==> src/rtl/svcall_pkg.sv <==
package svcall_pkg;

   localparam int unsigned INSN_W  = 32;
   localparam int unsigned LEVEL_W = 7;

   // Instruction layout, most significant field first
   typedef struct packed {
      logic [5:0]         opc;
      logic [9:0]         rsvd;
      logic [3:0]         sw_a;
      logic [LEVEL_W-1:0] level;
      logic [2:0]         sw_b;
      logic               absolute;
      logic               link;
   } svc_insn_t;

   // Convert an MSB-first bit number into a vector index
   function automatic int unsigned msb_idx(input int unsigned pos, input int unsigned w);
      return w - 1 - pos;
   endfunction

endpackage

==> src/rtl/svcall_decode.sv <==
module svcall_decode
   import svcall_pkg::*;
#(
   parameter int unsigned OPCODE = 17
) (
   input  logic                valid_i,
   input  logic [INSN_W-1:0]   insn_i,
   output logic [LEVEL_W-1:0]  level_o,
   output logic                absolute_o,
   output logic                link_o,
   output logic                hit_o,
   output logic                miss_o
);

   svc_insn_t f;
   logic      opc_match;
   logic      unused_fields;

   assign f             = svc_insn_t'(insn_i);
   assign opc_match     = (f.opc == 6'(OPCODE));
   assign hit_o         = valid_i &  opc_match;
   assign miss_o        = valid_i & ~opc_match;
   assign level_o       = f.level;
   assign absolute_o    = f.absolute;
   assign link_o        = f.link;
   assign unused_fields = ^{f.rsvd, f.sw_a, f.sw_b};

endmodule

==> src/rtl/svcall_target.sv <==
module svcall_target
   import svcall_pkg::*;
#(
   parameter int unsigned ADDR_W     = 32,
   parameter logic [31:0] BASE_LO    = 32'h0000_0000,
   parameter logic [31:0] BASE_HI    = 32'hFFF0_0000,
   parameter int unsigned SLOT_SHIFT = 5,
   parameter logic [31:0] ABS_OFS    = 32'h0000_1FE0
) (
   input  logic [LEVEL_W-1:0] level_i,
   input  logic               absolute_i,
   input  logic               vec_sel_i,
   output logic [ADDR_W-1:0]  target_o
);

   localparam int unsigned OFS_W    = SLOT_SHIFT + LEVEL_W + 1;
   localparam logic [31:0] OFS_MASK = (32'd1 << OFS_W) - 32'd1;
   localparam bit          USE_OR   = (((BASE_LO | BASE_HI) & OFS_MASK) == 32'd0);

   if (OFS_W >= ADDR_W) begin : g_bad_width
      $error("svcall_target: offset span does not fit the address width");
   end
   if ((ABS_OFS & ~OFS_MASK) != 32'd0) begin : g_bad_abs
      $error("svcall_target: absolute offset exceeds the offset span");
   end

   logic [OFS_W-1:0]  slot_ofs;
   logic [OFS_W-1:0]  ofs;
   logic [ADDR_W-1:0] ofs_ext;
   logic [ADDR_W-1:0] base;

   assign slot_ofs = {1'b1, level_i, {SLOT_SHIFT{1'b0}}};
   assign ofs      = absolute_i ? ABS_OFS[OFS_W-1:0] : slot_ofs;
   assign ofs_ext  = {{(ADDR_W-OFS_W){1'b0}}, ofs};
   assign base     = vec_sel_i ? BASE_HI[ADDR_W-1:0] : BASE_LO[ADDR_W-1:0];

   if (USE_OR) begin : g_merge_or
      assign target_o = base | ofs_ext;
   end else begin : g_merge_add
      assign target_o = base + ofs_ext;
   end

endmodule

==> src/rtl/svcall_state.sv <==
module svcall_state
   import svcall_pkg::*;
#(
   parameter int unsigned XLEN   = 32,
   parameter int unsigned POS_EE = 16,
   parameter int unsigned POS_PR = 17,
   parameter int unsigned POS_FE = 20
) (
   input  logic [XLEN/2-1:0] insn_lo_i,
   input  logic [XLEN-1:0]   mst_i,
   output logic [XLEN-1:0]   cnt_o,
   output logic [XLEN-1:0]   mst_o
);

   localparam int unsigned HALF = XLEN / 2;

   function automatic logic [XLEN-1:0] clear_mask();
      logic [XLEN-1:0] m;
      m = '0;
      m[msb_idx(POS_EE, XLEN)] = 1'b1;
      m[msb_idx(POS_PR, XLEN)] = 1'b1;
      m[msb_idx(POS_FE, XLEN)] = 1'b1;
      return m;
   endfunction

   localparam logic [XLEN-1:0] CLR = clear_mask();

   assign cnt_o = {insn_lo_i, mst_i[HALF-1:0]};
   assign mst_o = mst_i & ~CLR;

endmodule

==> src/rtl/svcall_unit.sv <==
module svcall_unit
   import svcall_pkg::*;
#(
   parameter int unsigned XLEN    = 32,
   parameter int unsigned OPCODE  = 17,
   parameter int unsigned POS_EE  = 16,
   parameter int unsigned POS_PR  = 17,
   parameter int unsigned POS_FE  = 20,
   parameter int unsigned POS_VEC = 25,
   parameter logic [31:0] BASE_LO = 32'h0000_0000,
   parameter logic [31:0] BASE_HI = 32'hFFF0_0000
) (
   input  logic            clk_i,
   input  logic            rst_ni,
   input  logic            valid_i,
   input  logic [31:0]     insn_i,
   input  logic [XLEN-1:0] pc_i,
   input  logic [XLEN-1:0] mst_i,
   output logic            redirect_o,
   output logic [XLEN-1:0] target_o,
   output logic            cnt_we_o,
   output logic [XLEN-1:0] cnt_o,
   output logic            link_we_o,
   output logic [XLEN-1:0] link_o,
   output logic            mst_we_o,
   output logic [XLEN-1:0] mst_o,
   output logic            illegal_o
);

   localparam int unsigned IDX_VEC  = msb_idx(POS_VEC, XLEN);
   localparam logic [XLEN-1:0] STEP = XLEN'(INSN_W / 8);

   if (XLEN != INSN_W) begin : g_bad_xlen
      $error("svcall_unit: XLEN must equal the instruction width");
   end
   if (OPCODE > 63) begin : g_bad_opc
      $error("svcall_unit: OPCODE does not fit six bits");
   end
   if (POS_EE >= XLEN || POS_PR >= XLEN || POS_FE >= XLEN || POS_VEC >= XLEN) begin : g_bad_pos
      $error("svcall_unit: state bit position out of range");
   end
   if (POS_EE == POS_PR || POS_EE == POS_FE || POS_PR == POS_FE ||
       POS_VEC == POS_EE || POS_VEC == POS_PR || POS_VEC == POS_FE) begin : g_dup_pos
      $error("svcall_unit: state bit positions must be distinct");
   end

   logic [LEVEL_W-1:0] level;
   logic               absolute;
   logic               link_flag;
   logic               hit;
   logic               miss;
   logic [XLEN-1:0]    target_d;
   logic [XLEN-1:0]    cnt_d;
   logic [XLEN-1:0]    mst_d;

   svcall_decode #(.OPCODE(OPCODE)) u_decode (
      .valid_i    (valid_i),
      .insn_i     (insn_i),
      .level_o    (level),
      .absolute_o (absolute),
      .link_o     (link_flag),
      .hit_o      (hit),
      .miss_o     (miss)
   );

   svcall_target #(
      .ADDR_W  (XLEN),
      .BASE_LO (BASE_LO),
      .BASE_HI (BASE_HI)
   ) u_target (
      .level_i    (level),
      .absolute_i (absolute),
      .vec_sel_i  (mst_i[IDX_VEC]),
      .target_o   (target_d)
   );

   svcall_state #(
      .XLEN   (XLEN),
      .POS_EE (POS_EE),
      .POS_PR (POS_PR),
      .POS_FE (POS_FE)
   ) u_state (
      .insn_lo_i (insn_i[XLEN/2-1:0]),
      .mst_i     (mst_i),
      .cnt_o     (cnt_d),
      .mst_o     (mst_d)
   );

   always_ff @(posedge clk_i) begin
      if (!rst_ni) begin
         redirect_o <= 1'b0;
         cnt_we_o   <= 1'b0;
         link_we_o  <= 1'b0;
         mst_we_o   <= 1'b0;
         illegal_o  <= 1'b0;
         target_o   <= '0;
         cnt_o      <= '0;
         link_o     <= '0;
         mst_o      <= '0;
      end else begin
         redirect_o <= hit;
         cnt_we_o   <= hit;
         link_we_o  <= hit & link_flag;
         mst_we_o   <= hit;
         illegal_o  <= miss;
         if (hit) begin
            target_o <= target_d;
            cnt_o    <= cnt_d;
            link_o   <= pc_i + STEP;
            mst_o    <= mst_d;
         end
      end
   end

endmodule

==> config.mk <==
export PLATFORM = sky130hd
export DESIGN_NAME = svcall_unit
export DESIGN_NICKNAME = d
export VERILOG_FILES = /design/src/rtl/svcall_pkg.sv /design/src/rtl/svcall_decode.sv /design/src/rtl/svcall_target.sv /design/src/rtl/svcall_state.sv /design/src/rtl/svcall_unit.sv
export SDC_FILE = /design/constraint.sdc
export NUM_CORES = 1
export LEC_CHECK = 0
export BUFFER_PORTS_ARGS = -buffer_cell sky130_fd_sc_hd__buf_2
export CELL_PAD_IN_SITES_DETAIL_PLACEMENT = 0
export CELL_PAD_IN_SITES_GLOBAL_PLACEMENT = 1
export CORE_ASPECT_RATIO = 1.1
export CORE_UTILIZATION = 25
export DETAILED_ROUTE_END_ITERATION = 16
export PLACE_DENSITY = 0.79
export SYNTH_ARGS = -nofsm -noshare
export SYNTH_HDL_FRONTEND = slang
export SYNTH_SLANG_ARGS = --single-unit
==> constraint.sdc <==
create_clock -name clk_i -period 2.5 [get_ports clk_i]
set_input_delay 0.5 -clock clk_i [delete_from_list [all_inputs] [get_ports clk_i]]
set_output_delay 0.5 -clock clk_i [all_outputs]
set_load 0.005 [all_outputs]
==> metrics.md, run 1 <==
| Metric | Value |
|---|---|
| Final Hold Vio Count | `0` |
| CP Launch Type | `primary input` |
| Post-CTS sizing | `0` |
| Initial Utilization | `25.8%` |
| Cell area after synthesis | `4070 sq um` |
| FF+latch count, synth | `91` |
| Post-synth top area cell | `dfxtp_1` |
| Final TNS setup | `0 ns` |
| Area share of the largest cell type after synthesis | `44.8%` |
| Sink Count | `91` |
| Fmax | `504 MHz` |
| Layout Cells excl Fill | `884` |
| Worst slew pin tran | `0.647 ns` |
| Inserted Clock Buffers | `9` |
| Die area | `16800 sq um` |
| Nets | `779` |
| Routed WL per cell | `13.6 um` |
| Initial antenna violation count | `0` |
| VDD IR-drop max | `0.292 mV` |
| Final core utilization | `34.0%` |
| Dpl ws | `0.142 ns` |
| Root Buffer | `clkbuf_16` |
| Critical path class | `primary input to flop` |
| Period utilization | `79.3%` |
| Critical Path AT | `2.25 ns` |
| Detailed Route WL | `12100 um` |
| Dpl cell area | `5070 sq um` |
| Global-route wire length before repair | `18300 um` |
| IO buf count | `206` |
| Final Setup Violations | `0` |
| Ranking of synthesized cells by area | `dfxtp_1, nand2_1, buf_4` |
| Max-slew violations | `0` |
| Leak | `2.38 nW` |
| Layout cells sized above 1 | `35.5%` |
| Pin count of the biggest net entering global routing | `70` |
| Worst path required time | `2.77 ns` |
| Core region area | `15800 sq um` |
| Post-route cell area | `5380 sq um` |
| Vias | `3983` |
| Remaining antenna violation count | `0` |
| # DRC | `0` |
| FF-to-FF setup slack | `1.63 ns` |
| Clock Latency Late Sink | `0.34 ns` |
| Post-Syn Area per Cell | `7.95 sq um` |
| GRT Residual Overflow | `0` |
| Register area share after synthesis | `44.8%` |
| Setup repair after global routing missed its margin | `no` |
| Ant. Diodes | `0` |
| H-Tree Depth | `3` |
| Placer Congestion | `0.720` |
| Status | `complete, no violations` |
| Cells after Synth | `512` |
| CTS tree | `yes` |
| Synth unique cells | `38` |
| Power Density | `570 nW/um^2` |
| Vias in the first global route | `3499` |
| Row cnt | `48` |
| Die Height | `136 um` |
| CP Capture Type | `flop` |
| # Post-CTS Setup Buffers | `0` |
| TritonRoute pass-1 iters | `4` |
| CTS Hold Bufs | `0` |
| Syn. warnings | `0` |
| Placed insts | `868` |
| Avg Vias per Cell | `4.51` |
| Max transition margin | `56.9%` |
| Synth-to-layout area growth | `32.2%` |
| Worst-path maximum fanout | `10` |
| Fin Clk Skew | `0 ns` |
| Fillers | `1690` |
| Post-DP HPWL | `8870 um` |
| Iter 0 DRT Violations | `184` |
| CTS max path bufs | `2` |
| GRT Util Overall | `14.2%` |
| Tmin final | `1.98 ns` |
| Max-cap viol count | `0` |
| I/O Pins | `232` |
| Chip width | `124 um` |
| Min-Delay Path Class | `primary input to flop` |
| CTS clk-pin slew, worst paths | `0.06 ns` |
| Setup ws final | `0.517 ns` |
## routing by layer
layer	track usage, %	wire, um	up-vias
li1	-	-	2044
met1	16.7	5130	1786
met2	24.5	5980	145
met3	3.75	822	8
met4	4.82	123	0
met5	0	0	-
## final timing paths
path | startpoint | endpoint | depth (start not counted)
setup reg to reg | cnt_o[6] | cnt_o[6] | 2
setup / recovery | pc_i[3] | link_o[28] | 6
hold reg to reg | link_o[3] | link_o[3] | 2
hold / removal | insn_i[30] | illegal_o | 2
## through the flow
stage          total power, W  hold WS [ns]
5_1_grt               0.00321         0.364
4_1_cts               0.00313         0.337
3_3_place_gp          0.00171         0.440
2_1_floorplan         0.00159         0.453
6_report              0.00306         0.361
3_5_place_dp          0.00171         0.443
## cell usage after synthesis (all sizes together)
master,n
xnor2,11
inv,4
a311oi,1
nor2,21
xor2,2
a31oi,11
nor3,22
nor4,5
clkbuf,26
nand2b,1
and3b,1
a211oi,11
buf,50
or2,1
dfxtp,91
nand4,11
and4,4
nand2,114
o2111ai,1
and3,5
conb,1
o21ai,25
or3,6
or4,8
o31ai,5
and2,2
nor4b,1
nand3,13
ha,1
a21oi,57
## placed cells by master, fill, tap and decap left out, drive strengths merged
cell     Yosys  final
a211oi      11     11
a21oi       57     57
a311oi       1      1
a31oi       11     11
and2         2      2
and3         5      5
and3b        1      1
and4         4      4
buf         50    218
bufinv       0      1
clkbuf      26     11
clkinv       0      3
conb         1     15
dfxtp       91     91
ha           1      1
inv          4      5
nand2      114    114
nand2b       1      1
nand3       13     13
nand4       11     11
nor2        21     21
nor3        22     22
nor4         5      5
nor4b        1      1
o2111ai      1      1
o21ai       25     25
o31ai        5      5
or2          1      1
or3          6      6
or4          8      8
xnor2       11     11
xor2         2      2
## kinds of logic after synthesis
logic type / share of synthesized area (%)
XOR/XNOR: 2.80
AND/OR/NAND/NOR: 25.2
buffers and inverters: 11.7
adder cells (fa/ha/maj): 0.307
other: 0.0922
flip-flops: 44.8
AO/OA/AOI/OAI: 15.2
## final cells by class
cell class / instances / area (sq um) / share of cell area (%)
timing repair buffer: 218 / 1160 / 21.5
tap: 200 / 250 / 4.65
clock inverter: 5 / 61.3 / 1.14
sequential: 91 / 1820 / 33.9
multi-input combinational: 355 / 1830 / 34.0
clock buffer: 11 / 243 / 4.51
inverter: 4 / 15.0 / 0.279
## worst max-delay path, stage by stage
cell and delay (ns):
buf_2 0.11, ha_1 0.18, nand4_1 0.12, or4_1 0.61, or4_1 0.55, a31oi_1 0.17
## power breakdown
| part | internal [W] | switching (W) |
|---|---|---|
| Clock | 0.000808 | 0.000577 |
| Sequential | 0.00146 | 0.00000420 |
| Combinational | 0.0000923 | 0.000123 |
## state kept, by name, indices dropped and copies added, names as in the netlist
name and count:
target_o 8, mst_o 16, link_we_o 1, link_o 32, illegal_o 1, cnt_o 32
mst_we_o 1
Note: power is estimated with default switching activity, not from simulation.
==> inputs of run 2 (changes only) <==
==> constraint.sdc (replaced) <==
create_clock -name clk_i -period 2 [get_ports clk_i]
set_input_delay 0.4 -clock clk_i [delete_from_list [all_inputs] [get_ports clk_i]]
set_output_delay 0.4 -clock clk_i [all_outputs]
set_load 0.005 [all_outputs]
==> metrics.md, run 2 (synthesized netlist as in run 1, its figures left out) <==
| Metric | Value |
|---|---|
| Core region area | `15800 sq um (unchanged)` |
| Synth-to-layout area growth | `37.4% (was 32.2%)` |
| Max-slew violations | `0 (unchanged)` |
| Vias | `4053 (was 3983)` |
| Setup repair after global routing missed its margin | `no (unchanged)` |
| Final Hold Vio Count | `0 (unchanged)` |
| FF-to-FF Start | `cnt_o[6] (unchanged)` |
| Max-cap viol count | `0 (unchanged)` |
| Fmax | `565 MHz` |
| Detailed Route WL | `12200 um (was 12100 um)` |
| IO buf count | `206 (unchanged)` |
| Chip width | `124 um (unchanged)` |
| # DRC | `0 (unchanged)` |
| Final core utilization | `35.4% (was 34.0%)` |
| Period utilization | `88.5%` |
| Critical Path Sink | `link_o[28] (unchanged)` |
| CP Capture Type | `flop (unchanged)` |
| CTS clk-pin slew, worst paths | `0.07 ns (was 0.06 ns)` |
| CTS tree | `yes (unchanged)` |
| Nets | `804 (was 779)` |
| Crit-path cells | `buf_2 -> ha_1 -> nand4_1 -> or4_1 -> or4_1 -> a31oi_1 (unchanged)` |
| Initial Utilization | `25.8% (unchanged)` |
| Leak | `2.49 nW (was 2.38 nW)` |
| Fillers | `1710 (was 1690)` |
| CP Launch Type | `primary input (unchanged)` |
| Worst R2R End | `cnt_o[6] (unchanged)` |
| GRT Residual Overflow | `0 (unchanged)` |
| Power Density | `663 nW/um^2 (was 570 nW/um^2)` |
| Sink Count | `91 (unchanged)` |
| CTS Hold Bufs | `0 (unchanged)` |
| Post-CTS sizing | `0 (unchanged)` |
| FF-to-FF setup slack | `1.15 ns (was 1.63 ns)` |
| Ant. Diodes | `0 (unchanged)` |
| Critical Path Max Stage Delay | `0.55 ns (was 0.61 ns)` |
| Layout cells sized above 1 | `37.7% (was 35.5%)` |
| Storage element area | `1820 sq um (unchanged)` |
| Tmin final | `1.77 ns` |
| Worst hold slack | `0.249 ns (was 0.361 ns)` |
| Clock Latency Late Sink | `0.33 ns (was 0.34 ns)` |
| Worst Reg-to-Reg Cells | `2 (unchanged)` |
| Most common cell after layout, fill and taps aside | `buf_2 (unchanged)` |
| Commonest cells after routing, fill and taps aside | `buf_2, nand2_1, dfxtp_1, a21oi_1, buf_4 (was buf_2, nand2_1, dfxtp_1, a21oi_1, o21ai_0)` |
| Iter 0 DRT Violations | `175 (was 184)` |
| CP startpoint | `pc_i[2] (was pc_i[3])` |
| VDD IR-drop max | `0.313 mV (was 0.292 mV)` |
| CP max-delay cell | `or4_1 (unchanged)` |
| Critical path class | `primary input to flop (unchanged)` |
| Row cnt | `48 (unchanged)` |
| # Post-CTS Setup Buffers | `0 (unchanged)` |
| Die Height | `136 um (unchanged)` |
| Min-Delay Path Class | `primary input to flop (unchanged)` |
| Avg Vias per Cell | `4.46 (was 4.51)` |
| Routed WL per cell | `13.4 um (was 13.6 um)` |
| Final Setup Violations | `0 (unchanged)` |
| Inserted Clock Buffers | `9 (unchanged)` |
| GRT Util Overall | `14.5% (was 14.2%)` |
| Final TNS setup | `0 ns (unchanged)` |
| CTS max path bufs | `2 (unchanged)` |
| Placer Congestion | `0.813 (was 0.720)` |
| Most used cell, CP | `or4_1 (unchanged)` |
| Status | `complete, no violations (unchanged)` |
| I/O Pins | `232 (unchanged)` |
| Worst path required time | `2.27 ns (was 2.77 ns)` |
| Area of the multi-input gates | `1830 sq um (about the same)` |
| Post-DP HPWL | `9190 um (was 8870 um)` |
| Critical Path AT | `2.04 ns (was 2.25 ns)` |
| Vias in the first global route | `3606 (was 3499)` |
| Hold Crit Depth | `2 (unchanged)` |
| Die area | `16800 sq um (unchanged)` |
| Remaining antenna violation count | `0 (unchanged)` |
| Initial antenna violation count | `0 (unchanged)` |
| Fin Clk Skew | `0 ns (unchanged)` |
| Global-route wire length before repair | `18600 um (was 18300 um)` |
| Worst-path maximum fanout | `5 (was 10)` |
| H-Tree Depth | `3 (unchanged)` |
| Power Total | `0.00371 W (was 0.00306 W)` |
| TritonRoute pass-1 iters | `4 (unchanged)` |
| Regs by FF count | `cnt_o x32, link_o x32, mst_o x16 (unchanged)` |
| Pin count of the biggest net entering global routing | `43 (was 70)` |
| Root Buffer | `clkbuf_16 (unchanged)` |
-- run 2: cell types whose count changed in the layout (fill, tap and decap cells not counted) --
cell | before | now
buf_12 | 3 | 7
inv_6 | 1 | 0
clkinv_2 | 1 | 0
nor4b_2 | 0 | 1
buf_4 | 9 | 30
clkinvlp_4 | 0 | 2
clkbuf_1 | 1 | 3
nor4b_1 | 1 | 0
clkinv_4 | 2 | 1
bufinv_16 | 1 | 0
-- run 2: through the flow --
step	worst slack [ns]	instances	area [sq um]
detailed placement	-0.142	893	5320
finish	0.230	909	5590
global route	0.131	909	5590
global placement	-0.146	893	5320
floorplan	0.00745	526	4130
CTS	0.219	909	5590
-- run 2: worst min-delay path by stage --
stage                     from   endpoint  slack (ns)
CTS                 insn_i[30]  illegal_o        0.23
global placement     mst_o[25]  mst_o[25]        0.44
floorplan            cnt_o[11]  cnt_o[11]        0.45
detailed placement   cnt_o[28]  cnt_o[28]        0.44
finish              insn_i[30]  illegal_o        0.25
global route        insn_i[30]  illegal_o        0.23
-- run 2: critical path: cells and delay by family --
family          cells  cell delay (ns)
buf+inv             1             0.09
compound gates      1             0.16
fa+ha+maj           1             0.19
simple gates        3             1.20
-- run 2: layout make-up --
type / count / share of cell area, %
multi-input combinational: 355 / 32.8
sequential: 91 / 32.6
timing repair buffer: 243 / 25.0
clock buffer: 13 / 4.48
tap: 200 / 4.48
clock inverter: 3 / 0.425
inverter: 4 / 0.269
-- run 2: power by group --
part / switching (W) / total, W / internal [W]
Sequential: 0.00000508 / 0.00183 / 0.00182
Clock: 0.000706 / 0.00159 / 0.000881
Combinational: 0.000158 / 0.000295 / 0.000137
-- run 2: routing by layer --
metal | track usage (%) | vias up | share of wire, %
met1 | 17.4 | 1807 | 43
met4 | 4.89 | 0 | 1.3
met2 | 24.6 | 130 | 49
li1 | - | 2104 | -
met3 | 4.12 | 12 | 6.7
met5 | 0 | - | 0
==> inputs of run 3 (changes only) <==
--- a/config.mk
+++ b/config.mk
@@ -10,8 +10,9 @@
 export CELL_PAD_IN_SITES_GLOBAL_PLACEMENT = 1
 export CORE_ASPECT_RATIO = 1.1
 export CORE_UTILIZATION = 25
+export CTS_BUF_LIST = sky130_fd_sc_hd__clkbuf_16
 export DETAILED_ROUTE_END_ITERATION = 16
-export PLACE_DENSITY = 0.79
+export PLACE_DENSITY = 0.82
 export SYNTH_ARGS = -nofsm -noshare
 export SYNTH_HDL_FRONTEND = slang
 export SYNTH_SLANG_ARGS = --single-unit
==> constraint.sdc (replaced) <==
create_clock -name clk_i -period 1.5 [get_ports clk_i]
set_input_delay 0.3 -clock clk_i [delete_from_list [all_inputs] [get_ports clk_i]]
set_output_delay 0.3 -clock clk_i [all_outputs]
set_load 0.005 [all_outputs]
==> metrics.md, run 3 (synthesized netlist as in run 1, its figures left out) <==
| Metric | Value |
|---|---|
| Avg Vias per Cell | `4.56 (was 4.46)` |
| CTS tree | `yes (unchanged)` |
| CTS clk-pin slew, worst paths | `0.08 ns (was 0.07 ns)` |
| Die Height | `136 um (unchanged)` |
| Critical path class | `primary input to flop (unchanged)` |
| Root Buffer | `clkbuf_16 (unchanged)` |
| Max-cap viol count | `0 (unchanged)` |
| Fmax | `677 MHz` |
| Logic gate share of total power | `8.8% (was 8.0%)` |
| Remaining antenna violation count | `0 (unchanged)` |
| Global-route wire length before repair | `19100 um (was 18600 um)` |
| FF-to-FF setup slack | `0.76 ns (was 1.15 ns)` |
| Net Sw Frac | `25.4% (was 23.4%)` |
| Post-DP HPWL | `9720 um (was 9190 um)` |
| GRT Util Overall | `14.8% (was 14.5%)` |
| Max-slew violations | `0 (unchanged)` |
| Setup repair after global routing missed its margin | `yes (was no)` |
| FF-to-FF Start | `link_o[2] (was cnt_o[6])` |
| Synth-to-layout area growth | `44.6% (was 37.4%)` |
| Status | `complete, no violations (unchanged)` |
| Leak | `2.64 nW (was 2.49 nW)` |
| CP startpoint | `pc_i[6] (was pc_i[2])` |
| P_sw | `0.00129 W (was 0.000870 W)` |
| Die area | `16800 sq um (unchanged)` |
| Layout Cells excl Fill | `937 (was 909)` |
| H-Tree Depth | `3 (unchanged)` |
| VDD IR-drop max | `0.516 mV (was 0.313 mV)` |
| Worst Reg-to-Reg Cells | `2 (unchanged)` |
| Iter 0 DRT Violations | `216 (was 175)` |
| Pin count of the biggest net entering global routing | `49 (was 43)` |
| CP Launch Type | `primary input (unchanged)` |
| Most common cell after layout, fill and taps aside | `buf_2 (unchanged)` |
| Vias in the first global route | `3651 (was 3606)` |
| Worst-path maximum fanout | `6 (was 5)` |
| Clock Latency Late Sink | `0.35 ns (was 0.33 ns)` |
| Tmin final | `1.48 ns` |
| CP bufs+invs | `2 (was 1)` |
| Initial Utilization | `25.8% (unchanged)` |
| Min-Delay Path Class | `primary input to flop (unchanged)` |
| Dpl cell area | `5490 sq um (was 5320 sq um)` |
| Detailed Route WL | `13100 um (was 12200 um)` |
| Layout cells sized above 1 | `41.1% (was 37.7%)` |
| Final Hold Vio Count | `0 (unchanged)` |
| Sink Count | `91 (unchanged)` |
| Commonest cells after routing, fill and taps aside | `buf_2, nand2_1, dfxtp_1, buf_4, a21oi_1 (was buf_2, nand2_1, dfxtp_1, a21oi_1, buf_4)` |
| CP max-delay cell | `or4_4 (was or4_1)` |
| CTS max path bufs | `2 (unchanged)` |
| Largest delay contributor family on the critical path | `simple AND/OR/NAND/NOR gates (unchanged)` |
| Final Setup Violations | `0 (unchanged)` |
| # DRC | `0 (unchanged)` |
| Crit-path cells | `buf_2 -> nand4_4 -> or4_4 -> buf_4 -> or3_4 -> a31oi_1 (was buf_2 -> ha_1 -> nand4_1 -> or4_1 -> or4_1 -> a31oi_1)` |
| CP Capture Type | `flop (unchanged)` |
| Critical Path Sink | `link_o[21] (was link_o[28])` |
| Initial antenna violation count | `0 (unchanged)` |
| Critical Path AT | `1.77 ns (was 2.04 ns)` |
| Vias | `4272 (was 4053)` |
| Number of cells on the critical path | `6 (unchanged)` |
| Routed WL per cell | `14.0 um (was 13.4 um)` |
| Worst path required time | `1.79 ns (was 2.27 ns)` |
| Chip width | `124 um (unchanged)` |
| Clock share of power | `43.4% (was 42.8%)` |
| Inserted Clock Buffers | `9 (unchanged)` |
| Power Density | `864 nW/um^2 (was 663 nW/um^2)` |
| Period utilization | `98.4%` |
| Worst R2R End | `link_o[2] (was cnt_o[6])` |
| Regs by FF count | `cnt_o x32, link_o x32, mst_o x16 (unchanged)` |
| Nets | `832 (was 804)` |
| Worst hold slack | `0.157 ns (was 0.249 ns)` |
| Placed insts | `914 (was 893)` |
| Ant. Diodes | `0 (unchanged)` |
| TritonRoute pass-1 iters | `4 (unchanged)` |
| Seq pwr share | `47.9% (was 49.3%)` |
| Post-route cell area | `5890 sq um (was 5590 sq um)` |
| Critical Path Max Stage Delay | `0.57 ns (was 0.55 ns)` |
| GRT Residual Overflow | `0 (unchanged)` |
| Placer Congestion | `0.843 (was 0.813)` |
| Core region area | `15800 sq um (unchanged)` |
| Fin Clk Skew | `0 ns (unchanged)` |
| CTS Hold Bufs | `0 (unchanged)` |
| IO buf count | `206 (unchanged)` |
| Row cnt | `48 (unchanged)` |
| Internal Dissipation | `0.00379 W (was 0.00284 W)` |
| I/O Pins | `232 (unchanged)` |
run 3: cell count changes in the layout (fill, tap and decap cells not counted), sizes merged:
cell    previous run  this run
clkinv             1         2
inv                4         7
buf              243       270
clkbuf            13         9
or4                8         9
run 3: what timing repair did:
action / in CTS / in global routing
cloned: 0 / 2
pin swaps: 2 / 6
buffers inserted: 0 / 5
endpoints found under the setup margin: 9 / 22
gates resized for setup: 4 / 13
run 3: per-layer routing:
metal | vias up | global-route usage, % | routed length (um) | share of wire [%]
met5 | - | 0 | 0 | 0
met4 | 0 | 7.56 | 308 | 2.4
met3 | 17 | 2.57 | 796 | 6.1
met2 | 159 | 25.7 | 6530 | 50
met1 | 1945 | 17.3 | 5460 | 42
li1 | 2151 | - | - | -
run 3: metrics by stage:
stage	total power (W)	TNS [ns]	utilization, %	setup WS [ns]
2_1_floorplan	0.00266	-1.77	-	-0.312
3_3_place_gp	0.00292	-15.47	34.8	-0.398
3_5_place_dp	0.00292	-17.55	34.8	-0.440
4_1_cts	0.00516	0	36.7	0.0147
5_1_grt	0.00531	-0.0180	37.3	-0.0107
6_report	0.00509	0	37.3	0.0239
run 3: how the worst min path moves through the flow:
| stage | from | to | cells after the start |
|---|---|---|---|
| after floorplan | pc_i[2] | link_o[2] | 1 |
| after global placement | mst_o[19] | mst_o[19] | 2 |
| after detailed placement | mst_o[19] | mst_o[19] | 2 |
| after CTS | insn_i[30] | illegal_o | 2 |
| after global routing | insn_i[13] | cnt_o[29] | 3 |
| final | insn_i[30] | illegal_o | 2 |
run 3: area by class of cell:
type,instances,area (sq um)
Fill cell,1706,9910
Sequential cell,91,1820
Timing Repair Buffer,270,1620
Inverter,4,15.0
Tap cell,200,250
Multi-Input combinational cell,356,1890
Clock buffer,9,225
Clock inverter,7,61.3
run 3: power by group through the flow:
stage	logic [W]	registers [W]	clock network, W
after floorplan	0.000171	0.00249	0
after global placement	0.000430	0.00249	0
after detailed placement	0.000430	0.00249	0
after CTS	0.000434	0.00244	0.00229
after global routing	0.000491	0.00244	0.00238
final	0.000446	0.00244	0.00221
